<file path="config.mk">
export PLATFORM = sky130hd
export DESIGN_NAME = i2c_calreg_slave
export DESIGN_NICKNAME = d
export VERILOG_FILES = /design/src/rtl/i2c_calreg_pkg.sv /design/src/rtl/i2c_line_sync.sv /design/src/rtl/i2c_reg_bank.sv /design/src/rtl/i2c_calreg_slave.sv
export SDC_FILE = /design/constraint.sdc
export NUM_CORES = 1
export LEC_CHECK = 0
export BUFFER_PORTS_ARGS = -buffer_cell sky130_fd_sc_hd__buf_2
export CAP_MARGIN = 25
export CORE_MARGIN = 5
export CORE_UTILIZATION = 45
export CTS_CLUSTER_SIZE = 40
export DETAILED_ROUTE_END_ITERATION = 10
export GPL_ROUTABILITY_DRIVEN = 1
export PLACE_DENSITY = 0.57
export SLEW_MARGIN = 10
export SYNTH_ARGS = -nofsm -noshare
export SYNTH_HDL_FRONTEND = slang
export SYNTH_SLANG_ARGS = --single-unit
</file>
<file path="constraint.sdc">
create_clock -name clk -period 3 [get_ports clk]
set_input_delay 0 -clock clk [delete_from_list [all_inputs] [get_ports clk]]
set_output_delay 0 -clock clk [all_outputs]
set_load 0.01 [all_outputs]
</file>
<file path="src/rtl/i2c_calreg_pkg.sv">
package i2c_calreg_pkg;

    typedef enum logic [3:0] {
        ST_IDLE,
        ST_ADDR,
        ST_ADDR_ACK,
        ST_RX,
        ST_RX_ACK,
        ST_TX,
        ST_TX_ACK,
        ST_LOCK
    } slv_state_t;

    localparam int BYTE_BITS = 8;

endpackage

</file>
<file path="src/rtl/i2c_line_sync.sv">
module i2c_line_sync #(
    parameter int STAGES = 2
) (
    input  logic clk,
    input  logic rst_n,
    input  logic scl_i,
    input  logic sda_i,
    output logic scl_s,
    output logic sda_s,
    output logic scl_rise,
    output logic scl_fall,
    output logic start_ev,
    output logic stop_ev
);

    logic [STAGES-1:0] scl_pipe;
    logic [STAGES-1:0] sda_pipe;
    logic              scl_q;
    logic              sda_q;

    always_ff @(posedge clk or negedge rst_n) begin
        if (!rst_n) begin
            scl_pipe <= '1;
            sda_pipe <= '1;
            scl_q    <= 1'b1;
            sda_q    <= 1'b1;
        end else begin
            scl_pipe <= {scl_pipe[STAGES-2:0], scl_i};
            sda_pipe <= {sda_pipe[STAGES-2:0], sda_i};
            scl_q    <= scl_pipe[STAGES-1];
            sda_q    <= sda_pipe[STAGES-1];
        end
    end

    assign scl_s    = scl_pipe[STAGES-1];
    assign sda_s    = sda_pipe[STAGES-1];
    assign scl_rise = scl_s & ~scl_q;
    assign scl_fall = ~scl_s & scl_q;
    assign start_ev = scl_s & scl_q & sda_q & ~sda_s;
    assign stop_ev  = scl_s & scl_q & ~sda_q & sda_s;

endmodule

</file>
<file path="src/rtl/i2c_reg_bank.sv">
module i2c_reg_bank #(
    parameter int NUM_REGS  = 20,
    parameter int RSV_FIRST = 16,
    parameter int RSV_LAST  = 18,
    parameter int PW        = $clog2(NUM_REGS)
) (
    input  logic          clk,
    input  logic          rst_n,
    input  logic          we,
    input  logic [PW-1:0] addr,
    input  logic [7:0]    wdata,
    output logic [7:0]    rdata
);

    logic [7:0] slot [NUM_REGS];

    for (genvar i = 0; i < NUM_REGS; i++) begin : g_slot
        if (i >= RSV_FIRST && i <= RSV_LAST) begin : g_rsv
            assign slot[i] = 8'h00;
        end else begin : g_reg
            logic [7:0] q;
            always_ff @(posedge clk or negedge rst_n) begin
                if (!rst_n) begin
                    q <= 8'h00;
                end else if (we && addr == PW'(i)) begin
                    q <= wdata;
                end
            end
            assign slot[i] = q;
        end
    end

    assign rdata = slot[addr];

endmodule

</file>
<file path="src/rtl/i2c_calreg_slave.sv">
module i2c_calreg_slave
    import i2c_calreg_pkg::*;
#(
    parameter logic [6:0] DEV_ADDR    = 7'h68,
    parameter int         NUM_REGS    = 20,
    parameter int         RSV_FIRST   = 16,
    parameter int         RSV_LAST    = 18,
    parameter int         SYNC_STAGES = 2
) (
    input  logic clk,
    input  logic rst_n,
    input  logic pwr_fail,
    input  logic scl_i,
    input  logic sda_i,
    output logic sda_oe
);

    localparam int PW   = $clog2(NUM_REGS);
    localparam int BCW  = $clog2(BYTE_BITS + 1);
    localparam logic [PW-1:0] PTR_LAST = PW'(NUM_REGS - 1);

    logic scl_s, sda_s, scl_rise, scl_fall, start_ev, stop_ev;

    slv_state_t     state, state_n;
    logic [7:0]     shreg, shreg_n;
    logic [BCW-1:0] bitcnt, bitcnt_n;
    logic [PW-1:0]  ptr, ptr_n;
    logic           drive, drive_n;
    logic           rw, rw_n;
    logic           ptr_phase, ptr_phase_n;
    logic           mnack, mnack_n;
    logic           reg_we;
    logic [7:0]     rd_data;

    function automatic logic [PW-1:0] ptr_inc(input logic [PW-1:0] p);
        return (p == PTR_LAST) ? '0 : p + 1'b1;
    endfunction

    i2c_line_sync #(.STAGES(SYNC_STAGES)) u_sync (
        .clk      (clk),
        .rst_n    (rst_n),
        .scl_i    (scl_i),
        .sda_i    (sda_i),
        .scl_s    (scl_s),
        .sda_s    (sda_s),
        .scl_rise (scl_rise),
        .scl_fall (scl_fall),
        .start_ev (start_ev),
        .stop_ev  (stop_ev)
    );

    i2c_reg_bank #(
        .NUM_REGS  (NUM_REGS),
        .RSV_FIRST (RSV_FIRST),
        .RSV_LAST  (RSV_LAST),
        .PW        (PW)
    ) u_bank (
        .clk   (clk),
        .rst_n (rst_n),
        .we    (reg_we),
        .addr  (ptr),
        .wdata (shreg),
        .rdata (rd_data)
    );

    // State register
    always_ff @(posedge clk or negedge rst_n) begin
        if (!rst_n) begin
            state <= ST_IDLE;
        end else begin
            state <= state_n;
        end
    end

    // Next state and datapath decisions
    always_comb begin
        state_n     = state;
        shreg_n     = shreg;
        bitcnt_n    = bitcnt;
        ptr_n       = ptr;
        drive_n     = drive;
        rw_n        = rw;
        ptr_phase_n = ptr_phase;
        mnack_n     = mnack;
        reg_we      = 1'b0;

        if (pwr_fail) begin
            state_n  = ST_LOCK;
            drive_n  = 1'b0;
            ptr_n    = '0;
            bitcnt_n = '0;
        end else if (state == ST_LOCK) begin
            state_n = ST_IDLE;
            drive_n = 1'b0;
        end else if (start_ev) begin
            state_n  = ST_ADDR;
            bitcnt_n = '0;
            drive_n  = 1'b0;
        end else if (stop_ev) begin
            state_n = ST_IDLE;
            drive_n = 1'b0;
        end else begin
            unique case (state)
                ST_IDLE: begin
                    drive_n = 1'b0;
                end
                ST_ADDR: begin
                    if (scl_rise) begin
                        shreg_n  = {shreg[6:0], sda_s};
                        bitcnt_n = bitcnt + 1'b1;
                    end else if (scl_fall && bitcnt == BCW'(BYTE_BITS)) begin
                        if (shreg[7:1] == DEV_ADDR) begin
                            state_n = ST_ADDR_ACK;
                            drive_n = 1'b1;
                            rw_n    = shreg[0];
                        end else begin
                            state_n = ST_IDLE;
                        end
                    end
                end
                ST_ADDR_ACK: begin
                    if (scl_fall) begin
                        bitcnt_n = '0;
                        if (rw) begin
                            state_n = ST_TX;
                            shreg_n = rd_data;
                            drive_n = ~rd_data[7];
                            ptr_n   = ptr_inc(ptr);
                        end else begin
                            state_n     = ST_RX;
                            drive_n     = 1'b0;
                            ptr_phase_n = 1'b1;
                        end
                    end
                end
                ST_RX: begin
                    if (scl_rise) begin
                        shreg_n  = {shreg[6:0], sda_s};
                        bitcnt_n = bitcnt + 1'b1;
                    end else if (scl_fall && bitcnt == BCW'(BYTE_BITS)) begin
                        state_n = ST_RX_ACK;
                        drive_n = 1'b1;
                        if (ptr_phase) begin
                            ptr_phase_n = 1'b0;
                            ptr_n = (int'(shreg) < NUM_REGS) ? shreg[PW-1:0] : '0;
                        end else begin
                            reg_we = 1'b1;
                            ptr_n  = ptr_inc(ptr);
                        end
                    end
                end
                ST_RX_ACK: begin
                    if (scl_fall) begin
                        state_n  = ST_RX;
                        drive_n  = 1'b0;
                        bitcnt_n = '0;
                    end
                end
                ST_TX: begin
                    if (scl_fall) begin
                        if (bitcnt == BCW'(BYTE_BITS - 1)) begin
                            state_n  = ST_TX_ACK;
                            drive_n  = 1'b0;
                            bitcnt_n = '0;
                        end else begin
                            shreg_n  = {shreg[6:0], 1'b0};
                            drive_n  = ~shreg[6];
                            bitcnt_n = bitcnt + 1'b1;
                        end
                    end
                end
                ST_TX_ACK: begin
                    if (scl_rise) begin
                        mnack_n = sda_s;
                    end else if (scl_fall) begin
                        if (!mnack) begin
                            state_n  = ST_TX;
                            shreg_n  = rd_data;
                            drive_n  = ~rd_data[7];
                            ptr_n    = ptr_inc(ptr);
                            bitcnt_n = '0;
                        end else begin
                            state_n = ST_IDLE;
                        end
                    end
                end
                ST_LOCK: begin
                    state_n = ST_IDLE;
                end
                default: begin
                    state_n = ST_IDLE;
                end
            endcase
        end
    end

    // Registered outputs and datapath
    always_ff @(posedge clk or negedge rst_n) begin
        if (!rst_n) begin
            shreg     <= '0;
            bitcnt    <= '0;
            ptr       <= '0;
            drive     <= 1'b0;
            rw        <= 1'b0;
            ptr_phase <= 1'b0;
            mnack     <= 1'b1;
        end else begin
            shreg     <= shreg_n;
            bitcnt    <= bitcnt_n;
            ptr       <= ptr_n;
            drive     <= drive_n;
            rw        <= rw_n;
            ptr_phase <= ptr_phase_n;
            mnack     <= mnack_n;
        end
    end

    assign sda_oe = drive;

endmodule

</file>
==> out/results.ini <==
[timing]
rsz0062_at_grt = false
maxSlewViolCount = 0
hold_violations = 0
setup_violations = 0
tns_ns = 0
fmax_ghz = 0.3620
fin_skew_ns = 0.007889
worstMarginPinSlew_ns = 0.8631
slew_headroom = 0.4246
timing.final.crit_share = 0.9208
min_period_ns = 2.762

[run_status]
outcome = finished, final reports clean

[floorplanning]
ioPinCount = 6
die-area_um2 = 21540
rows = 50
die-width_um = 146.8
die_h_um = 146.8
initial_utilization = 0.4529
core_um2 = 18580

[synthesis]
syn_area_um2 = 8416
yosysUniqueCellTypes = 66
synth_edf_count = 0
synth.avg_cell_area_um2 = 13.19
syn_inst = 638
async_flop_share = 1.000
synth_most_common_cell = dfrtp_1
seq_area_frac_synth = 0.4946
synthTopCellsByCount = dfrtp_1 (159), mux2_2 (121), mux4_2 (30)
yosysWarnings = 0
ys_ff_latch = 166
synth_nets = 650
ys.flop_type = dfrtp_1
synth_top_area_frac = 0.4728
post-synth-top-area-cell = dfrtp_1
synth_area_leaders = dfrtp_1 (47%), mux2_2 (16%), mux4_2 (8.0%)

[finish]
nets = 649
layout-drive-gt1-share = 0.3677
area_growth_pct = 11.17
fin_cells = 884
antenna_cells = 0

[setup_path]
path_common_cell = and3_1
slowest_stage = dfstp_2
critPathRequiredTime_ns = 3.31
cp-startpoint = u_sync.sda_pipe[1]$_DFF_PN1_
slowest_delay_ns = 0.60
worstPathCellList = and4b_1, nor4_4, and3_1, and3_1, mux2_1
cp-start-kind = flip-flop
worstSetupPathType = reg2reg
critical_path.max_fanout = 8
r2r_start = u_sync.sda_pipe[1]$_DFF_PN1_
cp_data_arrival_time_ns = 3.07
setup.worst_path.end_class = flip-flop

[place]
hpwl_mm = 13.23
gp_congestion = 0.8817
port_buffers = 5
placed_cells = 847

[global_route]
grt_util_met1 = 0.2677
top_usage_layer = met2
overflow = 0
use_met3 = 0.03979
grt_pass1_wl_mm = 32.67
grt_max_degree = 78
antenna_found_initial = 0
grtUsageMet2 = 0.3155
grt_usage = 0.1956
grt_pass1_vias = 5652

[clocking]
cts_resized = 0
h-tree-depth = 4
cts_buffer_depth = 2
path_clk_slew_ns = 0.07
clkSinkCount = 166
numCtsBuffers = 17
cts-root-buf = clkbuf_16
insertion_delay_ns = 0.43
cts_tree = yes

[drt]
avgRoutedWirePerCell_um = 22.62
ant_nets = 0
drt-pass1-iter-count = 5
routed_wirelength_mm = 20.00
via_count = 5280
viasPerCell = 5.973
drcViolationCount = 0
first_iter_violations = 370

[power]
power.density_nw_per_um2 = 701.9
ir_drop_uv = 363.1
p_leak_nw = 4.233
finalPower_mw = 6.567

[flow_run]
drv_cap = 0

[hold_path]
hold_path_class = in2async

==> report_power, final <==
group | internal (mW) | switching, mW
sequential | 2.35 | 0.363
combinational | 0.613 | 0.968
clock | 1.27 | 1.00
==> placed cells by master, fill, tap and decap left out, drive strengths merged, types with 4 or more instances in the layout <==
cell / Yosys / routed
a2111oi: 5 / 5
a211oi: 8 / 8
a21oi: 19 / 19
a22oi: 14 / 14
and2: 4 / 4
and3: 7 / 7
buf: 19 / 23
clkbuf: 28 / 18
dfrtp: 159 / 159
dfstp: 7 / 7
dlygate4sd3: 0 / 4
ha: 7 / 7
inv: 9 / 18
mux2: 144 / 144
mux2i: 4 / 4
mux4: 30 / 30
nand2: 16 / 16
nand2b: 9 / 9
nand3: 7 / 7
nand4: 6 / 6
nor2: 35 / 35
nor2b: 11 / 11
nor3: 11 / 11
nor4: 4 / 4
o21ai: 12 / 12
o31ai: 8 / 8
==> state kept, by name, indices dropped and copies added (netlist names) <==
register,count
mnack,1
u_sync.scl_q,1
shreg,8
u_sync.sda_q,1
u_bank.g_slot.g_reg.q,136
sda_oe,1
u_sync.scl_pipe,2
bitcnt,4
rw,1
state,3
ptr,5
ptr_phase,1
u_sync.sda_pipe,2
==> per-stage QoR <==
step	cell area (um2)	hold slack, ns	utilization	worst slack [ns]
floorplan	8416	-0.2956	-	0.6524
CTS	9348	0.1862	0.5031	0.2442
finish	9355	0.1525	0.5035	0.2376
global route	9355	0.2100	0.5035	0.1266
detailed placement	8696	0.07926	0.4680	0.2515
global placement	8696	0.06154	0.4680	0.3039
==> final timing paths <==
check,to,slack (ns),cells past startpoint
min in group clk,u_sync.scl_pipe[0]$_DFF_PN1_,0.21,2
max in group asynchronous,ptr[0]$_DFFE_PN0P_,1.85,3
setup reg to reg,u_bank.g_slot[7].g_reg.q[5]$_DFFE_PN0P_,0.24,5
hold / removal,u_bank.g_slot[3].g_reg.q[4]$_DFFE_PN0P_,0.15,2
hold reg to reg,u_sync.scl_pipe[1]$_DFF_PN1_,0.36,0
setup / recovery,u_bank.g_slot[7].g_reg.q[5]$_DFFE_PN0P_,0.24,5
==> area by class of cell <==
cell class	instances	area, um2
fillers	1611	9225
flip-flops and latches	166	4165
multi-input cells	416	4020
clock buffers	18	429.2
well taps	234	292.8
repair buffers	27	231.5
clock inverters	14	182.7
inverters	9	33.78
==> critical path, delay by kind of cell, from the launching register on <==
| kind | cells | cell delay [ns] |
|---|---|---|
| flops | 1 | 0.60 |
| simple gates | 4 | 1.66 |
| mux | 1 | 0.37 |
==> what timing repair did <==
item                      in CTS  in global routing
buffers inserted               0                  0
hold endpoints to repair      81                  0
hold buffers                   4                  0
==> routing by layer <==
metal	wire length [um]	vias up
met3	908	30
met2	9743	135
li1	-	2390
met5	0	-
met1	8943	2725
met4	401	0
==> logic make-up (layout without fill, tap and decap cells) <==
kind of cell    count (synthesis)  count (layout)  share of synthesized area
flops                         166             166                     0.4946
mux                           178             178                     0.2777
buf+inv                        56              68                    0.02854
simple gates                  132             132                     0.1059
compound gates                 97              97                    0.08073
fa+ha+maj                       7               7                    0.01041
xor+xnor                        2               2                   0.002082
Power figures use the tool's default switching activity.
